## config.mk

```make
export PLATFORM = sky130hd
export DESIGN_NAME = uart_lcr_port
export DESIGN_NICKNAME = d
export VERILOG_FILES = /design/src/rtl/uart_lcr_pkg.sv /design/src/rtl/uart_lcr_baud.sv /design/src/rtl/uart_lcr_fifo.sv /design/src/rtl/uart_lcr_tx.sv /design/src/rtl/uart_lcr_rx.sv /design/src/rtl/uart_lcr_port.sv
export SDC_FILE = /design/constraint.sdc
export NUM_CORES = 1
export LEC_CHECK = 0
export BUFFER_PORTS_ARGS = -buffer_cell sky130_fd_sc_hd__buf_2
export CAP_MARGIN = 10
export CORE_MARGIN = 2
export CORE_UTILIZATION = 50
export DETAILED_ROUTE_END_ITERATION = 7
export PLACE_DENSITY_LB_ADDON = 0.3
export SYNTH_ARGS = -nofsm -noshare
export SYNTH_HDL_FRONTEND = slang
export SYNTH_SLANG_ARGS = --single-unit
```

## constraint.sdc

```tcl
create_clock -name clk -period 3.75 [get_ports clk]
set_clock_uncertainty 0.05 [all_clocks]
set_input_delay 0.375 -clock clk [delete_from_list [all_inputs] [get_ports clk]]
set_output_delay 0.375 -clock clk [all_outputs]
set_load 0.01 [all_outputs]
```

## src/rtl/uart_lcr_pkg.sv

```systemverilog
package uart_lcr_pkg;
  localparam int unsigned ADDR_W  = 7;
  localparam logic [ADDR_W-1:0] REG_DATA = 7'h00;
  localparam logic [ADDR_W-1:0] REG_LCR  = 7'h40;
  localparam int unsigned LCR_W   = 19;
  localparam int unsigned RXW_W   = 11;

  // field positions are software-visible; order matters
  typedef struct packed {
    logic [1:0]  wlen;
    logic        fifo_en;
    logic        two_stop;
    logic        even;
    logic        par_en;
    logic        brk;
    logic [11:0] div;
  } lcr_t;

  typedef enum logic [2:0] {FS_IDLE, FS_START, FS_DATA, FS_PAR, FS_STOP} frame_st_e;

  function automatic logic [7:0] word_mask(input logic [1:0] wl);
    return 8'hFF >> (2'd3 - wl);
  endfunction

  function automatic logic [2:0] last_bit(input logic [1:0] wl);
    return 3'd4 + {1'b0, wl};
  endfunction
endpackage

```

## src/rtl/uart_lcr_baud.sv

```systemverilog
module uart_lcr_baud #(
  parameter int unsigned DIV_W = 12
) (
  input  logic             clk,
  input  logic             rst_n,
  input  logic             en,
  input  logic [DIV_W-1:0] div,
  output logic             tick
);
  logic [DIV_W-1:0] cnt;

  assign tick = en && (cnt == div);

  always_ff @(posedge clk or negedge rst_n) begin
    if (!rst_n)           cnt <= '0;
    else if (!en)         cnt <= '0;
    else if (cnt >= div)  cnt <= '0;
    else                  cnt <= cnt + 1'b1;
  end
endmodule

```

## src/rtl/uart_lcr_fifo.sv

```systemverilog
module uart_lcr_fifo #(
  parameter int unsigned W     = 8,
  parameter int unsigned DEPTH = 16
) (
  input  logic         clk,
  input  logic         rst_n,
  input  logic         deep,
  input  logic         push,
  input  logic [W-1:0] din,
  input  logic         pop,
  input  logic         mark,
  output logic [W-1:0] dout,
  output logic         empty,
  output logic         full,
  output logic [$clog2(DEPTH):0] level
);
  localparam int unsigned AW = $clog2(DEPTH);

  logic [W-1:0]  mem [DEPTH];
  logic [AW-1:0] wp, rp;
  logic [AW:0]   limit;
  logic          do_push, do_pop;

  assign limit   = deep ? (AW+1)'(DEPTH) : (AW+1)'(1);
  assign full    = level >= limit;
  assign empty   = level == '0;
  assign do_push = push && !full;
  assign do_pop  = pop && !empty;
  assign dout    = mem[rp];

  always_ff @(posedge clk) begin
    if (do_push) mem[wp] <= din;
    if (mark && !empty) mem[AW'(wp - 1'b1)][W-1] <= 1'b1;
  end

  always_ff @(posedge clk or negedge rst_n) begin
    if (!rst_n) begin
      wp <= '0; rp <= '0; level <= '0;
    end else begin
      if (do_push) wp <= wp + 1'b1;
      if (do_pop)  rp <= rp + 1'b1;
      case ({do_push, do_pop})
        2'b10:   level <= level + 1'b1;
        2'b01:   level <= level - 1'b1;
        default: level <= level;
      endcase
    end
  end
endmodule

```

## src/rtl/uart_lcr_tx.sv

```systemverilog
module uart_lcr_tx
  import uart_lcr_pkg::*;
(
  input  logic       clk,
  input  logic       rst_n,
  input  logic       en,
  input  logic       tick,
  input  lcr_t       cfg,
  input  logic       q_empty,
  input  logic [7:0] q_data,
  output logic       q_pop,
  output logic       line,
  output logic       active
);
  frame_st_e  st;
  logic [3:0] sub;
  logic [2:0] bitn;
  logic [7:0] sh, masked;
  logic       pbit;

  assign masked = q_data & word_mask(cfg.wlen);
  assign q_pop  = en && tick && (st == FS_IDLE) && !q_empty;
  assign active = st != FS_IDLE;

  always_comb begin
    case (st)
      FS_START: line = 1'b0;
      FS_DATA:  line = sh[0];
      FS_PAR:   line = pbit;
      default:  line = 1'b1;
    endcase
  end

  always_ff @(posedge clk or negedge rst_n) begin
    if (!rst_n) begin
      st <= FS_IDLE; sub <= '0; bitn <= '0; sh <= '0; pbit <= 1'b0;
    end else if (!en) begin
      st <= FS_IDLE;
    end else if (st == FS_IDLE) begin
      if (q_pop) begin
        st   <= FS_START;
        sub  <= '0;
        sh   <= masked;
        pbit <= cfg.even ? ^masked : ~^masked;
      end
    end else if (tick) begin
      sub <= sub + 4'd1;
      if (sub == 4'd15) begin
        case (st)
          FS_START: begin st <= FS_DATA; bitn <= '0; end
          FS_DATA: begin
            sh <= sh >> 1;
            if (bitn == last_bit(cfg.wlen)) begin
              st   <= cfg.par_en ? FS_PAR : FS_STOP;
              bitn <= '0;
            end else begin
              bitn <= bitn + 3'd1;
            end
          end
          FS_PAR: begin st <= FS_STOP; bitn <= '0; end
          FS_STOP: begin
            if (cfg.two_stop && bitn == 3'd0) bitn <= 3'd1;
            else st <= FS_IDLE;
          end
          default: st <= FS_IDLE;
        endcase
      end
    end
  end
endmodule

```

## src/rtl/uart_lcr_rx.sv

```systemverilog
module uart_lcr_rx
  import uart_lcr_pkg::*;
(
  input  logic       clk,
  input  logic       rst_n,
  input  logic       en,
  input  logic       tick,
  input  lcr_t       cfg,
  input  logic       rxd,
  output logic       done,
  output logic [7:0] data,
  output logic       ferr,
  output logic       perr
);
  frame_st_e  st;
  logic [3:0] sub;
  logic [2:0] bitn;
  logic [7:0] sh;
  logic       acc;
  logic       s1, s2, s3;

  always_ff @(posedge clk or negedge rst_n) begin
    if (!rst_n) begin
      s1 <= 1'b1; s2 <= 1'b1; s3 <= 1'b1;
    end else begin
      s1 <= rxd; s2 <= s1; s3 <= s2;
    end
  end

  always_ff @(posedge clk or negedge rst_n) begin
    if (!rst_n) begin
      st <= FS_IDLE; sub <= '0; bitn <= '0; sh <= '0; acc <= 1'b0;
      done <= 1'b0; data <= '0; ferr <= 1'b0; perr <= 1'b0;
    end else begin
      done <= 1'b0;
      if (!en) begin
        st <= FS_IDLE;
      end else begin
        case (st)
          FS_IDLE: if (s3 && !s2) begin st <= FS_START; sub <= '0; end
          FS_START: if (tick) begin
            sub <= sub + 4'd1;
            if (sub == 4'd7) begin
              if (!s2) begin
                st <= FS_DATA; sub <= '0; bitn <= '0; acc <= 1'b0; perr <= 1'b0;
              end else begin
                st <= FS_IDLE;
              end
            end
          end
          FS_DATA: if (tick) begin
            sub <= sub + 4'd1;
            if (sub == 4'd15) begin
              sh  <= {s2, sh[7:1]};
              acc <= acc ^ s2;
              if (bitn == last_bit(cfg.wlen)) st <= cfg.par_en ? FS_PAR : FS_STOP;
              else bitn <= bitn + 3'd1;
            end
          end
          FS_PAR: if (tick) begin
            sub <= sub + 4'd1;
            if (sub == 4'd15) begin
              perr <= s2 != (cfg.even ? acc : ~acc);
              st   <= FS_STOP;
            end
          end
          FS_STOP: if (tick) begin
            sub <= sub + 4'd1;
            if (sub == 4'd15) begin
              done <= 1'b1;
              ferr <= !s2;
              data <= sh >> (3'd7 - last_bit(cfg.wlen));
              st   <= FS_IDLE;
            end
          end
          default: st <= FS_IDLE;
        endcase
      end
    end
  end
endmodule

```

## src/rtl/uart_lcr_port.sv

```systemverilog
module uart_lcr_port
  import uart_lcr_pkg::*;
#(
  parameter int unsigned FIFO_DEPTH = 16
) (
  input  logic              clk,
  input  logic              rst_n,
  input  logic              port_en,
  input  logic              bus_we,
  input  logic              bus_re,
  input  logic [ADDR_W-1:0] bus_addr,
  input  logic [31:0]       bus_wdata,
  output logic [31:0]       bus_rdata,
  input  logic              rxd,
  output logic              txd,
  output logic              rx_empty,
  output logic              tx_full,
  output logic              busy
);
  localparam int unsigned LW = $clog2(FIFO_DEPTH) + 1;

  lcr_t             lcr_q;
  logic             tick, tx_push, tx_pop, tx_empty, tx_line, tx_active;
  logic [7:0]       tx_dout;
  logic [LW-1:0]    tx_level, rx_level;
  logic             rx_pop, rx_full_w, rx_done, rx_ferr, rx_perr;
  logic [7:0]       rx_data;
  logic [RXW_W-1:0] rx_dout;

  assign tx_push = bus_we && (bus_addr == REG_DATA);
  assign rx_pop  = bus_re && (bus_addr == REG_DATA);
  assign busy    = !tx_empty || tx_active;

  always_ff @(posedge clk or negedge rst_n) begin
    if (!rst_n) lcr_q <= '0;
    else if (bus_we && bus_addr == REG_LCR) lcr_q <= lcr_t'(bus_wdata[LCR_W-1:0]);
  end

  always_comb begin
    if (bus_addr == REG_LCR)                   bus_rdata = 32'(lcr_q);
    else if (bus_addr == REG_DATA && !rx_empty) bus_rdata = 32'(rx_dout);
    else                                        bus_rdata = '0;
  end

  uart_lcr_baud #(.DIV_W(12)) u_baud (
    .clk(clk), .rst_n(rst_n), .en(port_en), .div(lcr_q.div), .tick(tick)
  );

  uart_lcr_fifo #(.W(8), .DEPTH(FIFO_DEPTH)) u_txq (
    .clk(clk), .rst_n(rst_n), .deep(lcr_q.fifo_en), .push(tx_push),
    .din(bus_wdata[7:0]), .pop(tx_pop), .mark(1'b0), .dout(tx_dout),
    .empty(tx_empty), .full(tx_full), .level(tx_level)
  );

  uart_lcr_tx u_tx (
    .clk(clk), .rst_n(rst_n), .en(port_en), .tick(tick), .cfg(lcr_q),
    .q_empty(tx_empty), .q_data(tx_dout), .q_pop(tx_pop),
    .line(tx_line), .active(tx_active)
  );

  uart_lcr_rx u_rx (
    .clk(clk), .rst_n(rst_n), .en(port_en), .tick(tick), .cfg(lcr_q),
    .rxd(rxd), .done(rx_done), .data(rx_data), .ferr(rx_ferr), .perr(rx_perr)
  );

  uart_lcr_fifo #(.W(RXW_W), .DEPTH(FIFO_DEPTH)) u_rxq (
    .clk(clk), .rst_n(rst_n), .deep(lcr_q.fifo_en),
    .push(rx_done && !rx_full_w), .din({1'b0, rx_perr, rx_ferr, rx_data}),
    .pop(rx_pop), .mark(rx_done && rx_full_w), .dout(rx_dout),
    .empty(rx_empty), .full(rx_full_w), .level(rx_level)
  );

  always_ff @(posedge clk or negedge rst_n) begin
    if (!rst_n)          txd <= 1'b1;
    else if (lcr_q.brk)  txd <= 1'b0;
    else if (!port_en)   txd <= 1'b1;
    else                 txd <= tx_line;
  end
endmodule

```

[Word-level counts from Yosys, hierarchy flattened]
Memory sizes are Yosys's and may differ from the RTL's.
Cells that the tools add are included.
Word-level totals
  flip-flop bits (word level): 110
  latch bits: 0
  RAM bits: 304
  memory bits (read-only): 0
  bits of input ports: 45
  logic and storage cells: 243
  memories kept: 2
Memory list
  u_rxq.mem: words 16, bits a word 11, read ports 1, clocked after Yosys merged registers in 0, wr ports 1, RTL line uart_lcr_fifo.sv:19  | logic [W-1:0] mem [DEPTH];
  u_txq.mem: words 16, bits a word 8, read ports 1, clocked after Yosys merged registers in 0, wr ports 1, RTL line uart_lcr_fifo.sv:19
Operators by class
  add/subtract/negate cells: 17
  $mul: 0
  divide/modulo/power cells: 0
  magnitude comparators: 3
  eq/ne operators: 47
  shift operators: 2
  mux-type cells: 80
  bitwise gates (word level): 4
  reductions and logical operators: 56
Operator list (number)
  3-bit two-way mux: 27
  8-bit two-way mux: 5
  4-bit two-way mux: 9
  32-bit two-way mux: 1
  4-bit by 1-bit adder with 4-bit output (second input constant): 6
  12-bit two-way mux: 2
  11-bit two-way mux: 2
  1-bit two-way mux: 21
  5-bit one-hot mux with 2 select lines: 2
  3-bit by 2-bit inequality test with 1-bit output (second input constant): 6
  1-bit logical AND: 17
  3-bit inequality test (second input constant): 5
  3-bit one-hot mux with 5 select lines: 1
  5-bit AND reduction: 3
  7-bit AND reduction: 2
  2-bit nonzero test: 7
  12-bit by 1-bit adder with 12-bit output (second input constant): 1
  12-bit equality test: 1
  3-bit by 2-bit equality test with 1-bit output (second input constant): 4
  12-bit >= comparator: 1
  2-bit by 1-bit inequality test with 1-bit output (second input constant): 6
  2-bit inequality test (second input constant): 6
  3-bit one-hot mux with 4 select lines: 1
  4-bit one-hot mux with 3 select lines: 1
  other kinds (47): 72

[Logic depth before layout (Yosys ltp)]
Gate-level depths: netlist of the first run.
  depth in word-level cells: 8
  mapped depth: 17

[Cells and area by module]
From an unflattened synthesis of the first run, not the netlist that was laid out.
Unflattened totals
  cell total of the unflattened synthesis: 1335
  area total of the unflattened synthesis: 19099.6 µm²
Modules (own cells, without submodules)
  uart_lcr_fifo (u_rxq): instances 1, cells an instance 451, area an instance 7825.0 µm², seq. area each 5450.2 µm²
  uart_lcr_fifo (u_txq): instances 1, cells an instance 374, area an instance 6032.0 µm², seq. area each 4008.8 µm²
  uart_lcr_rx: instances 1, cells an instance 177, area an instance 1838.0 µm², seq. area each 829.5 µm²
  uart_lcr_tx: instances 1, cells an instance 134, area an instance 1282.5 µm², seq. area each 475.5 µm²
  uart_lcr_port: instances 1, cells an instance 101, area an instance 1157.4 µm², seq. area each 501.7 µm²
  uart_lcr_baud: instances 1, cells an instance 98, area an instance 964.7 µm², seq. area each 300.3 µm²

[Worst setup path after synthesis of the first run]
Ideal clock, no wire load.
  path kind: register -> register
  from: register u_baud.cnt[0]
  to: register u_txq.level[4]
  library setup time: 0.125 ns
  data arrival time: 3.061 ns
  data required time: 3.575 ns
  setup slack: 0.514 ns
  stages on the path, launching flop included: 16
  buffers on the path: 0
  cells stage by stage: dfrtp_1 inv_1 ha_1 nand3_1 nor4_2 nand2_1 nor3_4 ha_1 inv_1 fa_1 inv_1 a21o_1 a21oi_1 xnor2_1 nor2_1 xor2_1
Between the ends
  word-level cells in the longest chain between the ends: 8
RTL lines
  start: declaration: RTL line uart_lcr_baud.sv:10  | logic [DIV_W-1:0] cnt;
  start signal: assignment: RTL line uart_lcr_baud.sv:18  | else cnt <= cnt + 1'b1;
  12-bit equality test (*): RTL line uart_lcr_baud.sv:12  | assign tick = en && (cnt == div);
  1-bit logical AND (*): RTL line uart_lcr_baud.sv:12
  1-bit logical AND (*) (3 in a row): RTL line uart_lcr_tx.sv:22  | assign q_pop = en && tick && (st == FS_IDLE) && !q_empty;
  1-bit logical AND (*): RTL line uart_lcr_fifo.sv:28  | assign do_pop = pop && !empty;
  net u_txq.do_pop: RTL line uart_lcr_fifo.sv:22  | logic do_push, do_pop;
  2-bit by 1-bit equality test with 1-bit output or 2-bit equality test (tied branches): RTL line uart_lcr_fifo.sv:42  | case ({do_push, do_pop})
  5-bit one-hot mux with 2 select lines or 2-bit nonzero test (tied branches)
  end signal: assignment: RTL line uart_lcr_fifo.sv:43  | 2'b10: level <= level + 1'b1;
  end signal: assignment: RTL line uart_lcr_fifo.sv:44  | 2'b01: level <= level - 1'b1;
  end signal: assignment: RTL line uart_lcr_fifo.sv:45  | default: level <= level;
  end: declaration: RTL line uart_lcr_fifo.sv:15  | output logic [$clog2(DEPTH):0] level
Mark *: on every way through the listed nets, which the timed path passes. The rest lies on a longest branch.
A chain may end at the register's enable or synchronous reset.

[Worst setup path in the final report of the first run]
  from: register u_rxq.rp[0]
  to: output bus_rdata[10]
Between the ends
  word-level cells in the longest chain between the ends: 3
RTL lines
  start: declaration: RTL line uart_lcr_fifo.sv:20  | logic [AW-1:0] wp, rp;
  start signal: assignment: RTL line uart_lcr_fifo.sv:41  | if (do_pop) rp <= rp + 1'b1;
  memory read 16 x 11 bit
  11-bit two-way mux: RTL line uart_lcr_port.sv:41  | else if (bus_addr == REG_DATA && !rx_empty) bus_rdata = 32'(rx_dout);
  32-bit two-way mux: RTL line uart_lcr_port.sv:40  | if (bus_addr == REG_LCR) bus_rdata = 32'(lcr_q);
  end: declaration: RTL line uart_lcr_port.sv:13  | output logic [31:0] bus_rdata,
No other way between the ends.

==> results of run 1 <==
==> logic make-up (layout without fill, tap and decap cells) <==
| kind of cell | Yosys count | count (layout) | synth area share (%) |
|---|---|---|---|
| buf+inv | 127 | 252 | 3.17 |
| xor+xnor | 46 | 46 | 2.31 |
| other cells | 1 | 13 | 0.0205 |
| simple gates | 276 | 276 | 7.17 |
| fa+ha+maj | 41 | 41 | 2.88 |
| flops | 414 | 414 | 64.8 |
| compound gates | 199 | 199 | 6.99 |
| mux | 152 | 152 | 12.6 |
==> what timing repair did <==
item                       in CTS  in global routing
hold endpoints to repair       66                  0
hold buffers                   11                  0
setup endpoints to repair       0                  0
==> cells in the mapped netlist (11+ instances only) <==
library cell    n
edfxtp_1      304
dfrtp_1       106
nand2_1        78
nor2_1         77
o21ai_0        63
mux4_2         59
mux2i_1        51
inv_1          49
a21oi_1        47
clkbuf_1       44
mux2_2         42
ha_1           39
nand3_1        27
xnor2_1        27
nor3_1         20
a221oi_1       17
xor2_1         17
and2_1         16
nor2b_1        15
a21o_1         13
a22oi_1        13
buf_4          13
and3_1         11
==> where the power goes <==
group	internal, mW	switching, mW
Combinational	1.06	1.18
Sequential	5.05	0.196
Clock	2.56	1.70
==> how the worst min path moves through the flow <==
stage,from,to,slack (ns),cells past startpoint
global placement,u_rx.s1,u_rx.s2,0.30,0
global route,bus_wdata[18],lcr_q[18],0.02,2
finish,bus_wdata[10],lcr_q[10],0.03,2
CTS,bus_wdata[10],lcr_q[10],0.009,2
floorplan,rst_n,lcr_q[0],0.03,0
detailed placement,u_rx.s1,u_rx.s2,0.30,0
==> critical path: stages, from the launching register on <==
cell and delay, ns:
dfrtp_4 0.72, buf_12 0.34, mux2i_1 0.13, a221oi_1 0.34
o21ai_0 0.16, a21oi_1 0.41, a21o_1 0.20, buf_2 0.15
==> through the flow <==
stage / util (%) / setup WS [ns]
2_1_floorplan: - / 0.514
3_3_place_gp: 53.1 / 0.468
3_5_place_dp: 53.1 / 0.386
4_1_cts: 57.3 / 0.262
5_1_grt: 57.3 / 0.0404
6_report: 57.3 / 0.296
==> registers in the layout (all words and copies together) (netlist names), 3 cells and up <==
name and count:
lcr_q 19, u_baud.cnt 12, u_rx.bitn 3, u_rx.data 8
u_rx.sh 8, u_rx.st 3, u_rx.sub 4, u_rxq.level 5
u_rxq.mem 176, u_rxq.rp 4, u_rxq.wp 4, u_tx.bitn 3
u_tx.sh 8, u_tx.st 3, u_tx.sub 4, u_txq.level 5
u_txq.mem 128, u_txq.rp 4, u_txq.wp 4
==> layout make-up <==
type | instances | share of cell area (%)
Sequential cell | 414 | 57.1
Inverter | 53 | 0.955
Tap cell | 468 | 2.81
Clock inverter | 18 | 1.02
Timing Repair Buffer | 122 | 4.11
Multi-Input combinational cell | 727 | 28.3
Clock buffer | 59 | 5.70
==> layout by cell type (no fill, tap or decap), types with 17 or more instances in the layout <==
| master | netlist | routed |
|---|---|---|
| edfxtp_1 | 304 | 304 |
| dfrtp_1 | 106 | 104 |
| nand2_1 | 78 | 78 |
| nor2_1 | 77 | 77 |
| o21ai_0 | 63 | 63 |
| mux4_2 | 59 | 59 |
| buf_2 | 8 | 53 |
| buf_4 | 13 | 53 |
| mux2i_1 | 51 | 51 |
| inv_1 | 49 | 49 |
| a21oi_1 | 47 | 47 |
| clkbuf_16 | 0 | 45 |
| mux2_2 | 42 | 42 |
| ha_1 | 39 | 39 |
| nand3_1 | 27 | 27 |
| xnor2_1 | 27 | 27 |
| nor3_1 | 20 | 20 |
| xor2_1 | 17 | 17 |
| a221oi_1 | 17 | 17 |
==> layer usage <==
metal	global-route usage [%]	vias to the layer above
met2	35.7	329
met4	6.25	0
met3	4.40	60
met5	0	-
met1	27.6	5356
li1	-	4910
==> impl_metrics.tcl, run 1 <==
set metrics [dict create \
    status "complete, no violations" \
    drt_iter0_markers 668 \
    initial_core_util_pct 50.4 \
    period_needed_ns 3.45 \
    cts_tree "yes" \
    fin_crit_sh_pct 92.1 \
    multi_input_area_um2 5910 \
    end_kind "output port" \
    num_vias 10700 \
    die_height_um 195 \
    synth_area_leaders "edfxtp_1, dfrtp_1, mux4_2" \
    clkSlewWorstSetupHoldPaths_ns 0.06 \
    drv_cap 0 \
    setup_violations 0 \
    wl_met2_um 19800 \
    grt_pass1_wl_um 61100 \
    antenna_cells 0 \
    yosysTopAreaCell "edfxtp_1" \
    max-vdd-ir-drop_mv 0.355 \
    top_layer "met4" \
    nFillCells 2818 \
    power_density_nw_per_um2 563 \
    grt-ovfl-total 0 \
    first_global_vias 10800 \
    dp.cells 1770 \
    rr_startpoint "u_baud.cnt[0]" \
    path_class "flop to output port" \
    grt_max_degree 62 \
    grt_setup_unrepaired "false" \
    htreeDepth 2 \
    ys.flop_type "edfxtp_1" \
    io_pins 81 \
    clkLatencyLatePin_ns 0.56 \
    worst-endpoint-arrival_ns 3.03 \
    postCtsSetupRepairBufs 0 \
    clockRootBuffer "clkbuf_16" \
    relSlewSlack_pct 20.1 \
    cts_resized 0 \
    synth_edf_count 304 \
    yosysTopAreaCellShare_pct 49.8 \
    die_x_um 195 \
    final_cells 1861 \
    path_max_fanout 39 \
    clk_path_buf_depth 3 \
    place_area_um2 19300 \
    cp-start-kind "flop" \
    worst_pin_slew_ns 1.19 \
    avgViaCountPerCell 5.73 \
    dieArea_um2 38200 \
    hold_path.class "input pin to flop" \
    cts_inserted_buffers 43 \
    area_growth_pct 13.7 \
    portBuffers 54 \
    routabilityCongestion 0.820 \
    yosysWarnings 0 \
    wl_met1_um 16100 \
    grt_usage_pct 21.1 \
    syn_avg_cell_area_um2 14.6 \
    final.setup.tns_ns 0 \
    r2r_slack_ns 0.32 \
    core.rowCount 70 \
    final-hold-violation-count 0 \
    async_flop_share_pct 26.6 \
    cts.sinks 414 \
    r2r-end "u_txq.level[4]" \
    worst-r2r-cell-count 15 \
    antenna_found_initial 1 \
    synth_cells 1256 \
    drive_gt1_share_pct 20.5 \
    finalPower_mw 11.7 \
    crit_path_end "bus_rdata[10]" \
    core_um2 36300 \
    slew_viol_final 0 \
    final_cell_area_um2 20800 \
    firstDrtPassIters 5 \
    hpwl_um 25300 \
    seq_area_frac_synth_pct 64.8 \
    regArea_um2 11900 \
    wl_per_cell_um 21.0 \
    required_ns 3.32 \
    max_freq_mhz 290 \
    p_leak_nw 7.37 \
    final_nets 1447 \
    startpoint "u_rxq.rp[0]" \
    fin_hold_ws_ns 0.0316 \
    synthesis.area_um2 18300 \
    drc 0 \
    drt_wl_total_um 39200 \
    synth_seq_cells 414 \
    final_antenna_net_count 0 \
    wl_met3_um 2490 \
    ys_types 65 \
]
No activity file was read; power rests on OpenSTA's default activity.
==> run 2, diff against run 1 <==
Settings changed: SLEW_MARGIN set to 30, SYNTH_HIERARCHICAL set to 1.
==> run 2 against run 1 <==
Global-route usage up 0.44 points. Worst hold slack better by 0.0076 ns. Highest routed layer unchanged. Largest power group unchanged. Critical path type is now flop to flop. Die area up 4.1%.
==> impl_metrics.tcl, run 2 <==
set metrics [dict create \
    wl_per_cell_um 20.7 \
    cts_inserted_buffers 44 \
    core_um2 37700 \
    syn_avg_cell_area_um2 14.3 \
    crit_chain "ha_1 -> nand4_1 -> or3_4 -> nor3_4 -> buf_4 -> nand2_2 -> nor3_4 -> and2_4 -> ha_4 -> inv_1 -> fa_2 -> nor2b_2 -> o21ai_1 -> nand3_1 -> or3b_2 -> xnor2_1" \
    routabilityCongestion 0.816 \
    synth.most_common_cell "edfxtp_1" \
    r2r-end "u_txq/level[4]" \
    path_class "flop to flop" \
    final_util_pct 57.9 \
    regMostFlops "u_rxq/mem" \
    final_antenna_net_count 0 \
    dp.cells 1908 \
    power_density_nw_per_um2 505 \
    grt_max_degree 61 \
    core.rowCount 71 \
    grt-ovfl-total 0 \
    first_global_vias 11600 \
    slew_viol_final 0 \
    min_to "lcr_q[10]" \
    synthTopCellsByCount "edfxtp_1, dfrtp_1, nand2_1" \
    drive_gt1_share_pct 24.0 \
    synth_area_leaders "edfxtp_1, dfrtp_1, mux4_2" \
    dieArea_um2 39800 \
    portBuffers 54 \
    synth_cells 1335 \
    synth_seq_cells 414 \
    cpMostUsedCell "nor3_4" \
    grt_pass1_wl_um 64600 \
    die_height_um 199 \
    htreeDepth 2 \
    synthesis.area_um2 19100 \
    initial_core_util_pct 50.7 \
    max_freq_mhz 282 \
    clkLatencyLatePin_ns 0.56 \
    required_ns 4.15 \
    seq_area_frac_synth_pct 60.6 \
    final_cell_mix "edfxtp_1, dfrtp_1, nand2_1, mux4_2, inv_1" \
    avgViaCountPerCell 5.84 \
    slowest_stage "or3b_2" \
    top_regs "u_rxq/mem (176), u_txq/mem (128), lcr_q (19)" \
    yosysTopAreaCell "edfxtp_1" \
    cts_tree "yes" \
    synth_edf_count 272 \
    rr_startpoint "u_baud/cnt[11]" \
    p_leak_nw 7.96 \
    yosysWarnings 6 \
    yosysTopAreaCellShare_pct 42.8 \
    largest_reg_flops 176 \
    cts.sinks 414 \
    drv_cap 0 \
    final.setup.tns_ns 0 \
    hold_path.class "input pin to flop" \
    drt_iter0_markers 739 \
    drc 0 \
    worst-r2r-cell-count 16 \
    clk_path_buf_depth 3 \
    final-hold-violation-count 0 \
    status "complete, no violations" \
    drt_wl_total_um 41400 \
    async_flop_share_pct 26.6 \
    max-vdd-ir-drop_mv 0.328 \
    holdPathStages 2 \
    num_vias 11700 \
    mostFrequentLayoutCell "edfxtp_1" \
    ys_types 97 \
    finalPower_mw 11.0 \
    end_kind "flop" \
    final_nets 1544 \
    ys.flop_type "edfxtp_1" \
    setup_violations 0 \
    worst_pin_slew_ns 0.861 \
    period_needed_ns 3.55 \
    path_max_fanout 4 \
    grt_usage_pct 21.5 \
    cp-start-kind "flop" \
    antenna_found_initial 0 \
    holdCritStartpoint "bus_wdata[10]" \
    hpwl_um 28000 \
    clockRootBuffer "clkbuf_16" \
    die_x_um 199 \
    fin_crit_sh_pct 94.7 \
    r2r_slack_ns 0.20 \
    worst-endpoint-arrival_ns 3.95 \
    area_growth_pct 14.2 \
    clkSlewWorstSetupHoldPaths_ns 0.06 \
    critPathMaxStageDelay_ns 0.45 \
    relSlewSlack_pct 42.6 \
    io_pins 81 \
    firstDrtPassIters 5 \
    final_cells 2000 \
]
run 2: cell count changes after synthesis, sizes merged, moves of 21 or more:
cell	delta
nand2	+26
a21oi	-26
dfxtp	+32
edfxtp	-32
inv	+21
a22oi	+39
mux2i	-32
run 2: worst max-delay path, delay by kind of cell, from the launching register on:
kind,cells,cell delay (ns)
xor+xnor,1,0.13
simple gates,9,1.73
flops,1,0.39
compound gates,1,0.07
fa+ha+maj,3,0.82
buf+inv,2,0.25
run 2: metrics by stage:
stage	instance area (um^2)	hold slack, ns	setup slack (ns)
after floorplan	19300	0.0294	0.00594
after global placement	20200	0.298	0.0510
after detailed placement	20200	0.298	0.0125
after CTS	21800	0.0135	0.00235
after global routing	21800	0.0192	-0.0361
final	21800	0.0391	0.199
run 2: area by class of cell:
cell class,count,area [um^2]
Inverter,71,267
Antenna cell,1,2.50
Clock inverter,17,208
Tap cell,511,639
Sequential cell,414,11600
Timing Repair Buffer,124,876
Multi-Input combinational cell,800,7010
Clock buffer,62,1240
Fill cell,2968,15900
run 2: timing repair:
action	in CTS	in global routing
buffers inserted	0	1
endpoints found under the hold margin	68	0
hold buffers	11	0
resized for setup	0	7
endpoints found under the setup margin	0	2
run 2: kinds of logic after synthesis:
family,synth area share [%]
muxes,12.3
buffers and inverters,3.62
AOI/OAI and AO/OA,8.29
DFF,60.6
and+or+nand+nor,10.0
adders and majority gates,2.96
other,0.0196
xor gates and xnor gates,2.23
run 2: routing by layer:
layer	global-route usage (%)	up-vias	wire length, um
met3	4.89	76	2900
met2	34.3	406	19700
li1	-	5296	-
met1	29.2	5895	17600
met4	7.57	0	1210
met5	0	-	0
run 2: power by group:
part / total (mW) / internal (mW) / switching (mW) / leakage, nW
clock network: 4.34 / 2.58 / 1.76 / 0.697
logic: 1.50 / 0.727 / 0.774 / 3.38
registers: 5.17 / 4.98 / 0.193 / 3.88
total: 11.0 / 8.29 / 2.72 / 7.96
run 2: how the worst max path moves through the flow:
stage,startpoint,to,slack (ns),depth (start not counted)
6_report,u_baud/cnt[11],u_txq/level[4],0.20,16
5_1_grt,lcr_q[9],u_txq/level[4],-0.04,17
4_1_cts,u_baud/cnt[11],u_txq/level[4],0.002,15
3_5_place_dp,lcr_q[11],u_txq/level[4],0.01,16
3_3_place_gp,lcr_q[11],u_txq/level[4],0.05,16
2_1_floorplan,u_rxq/level[0],u_rxq/level[4],0.006,17
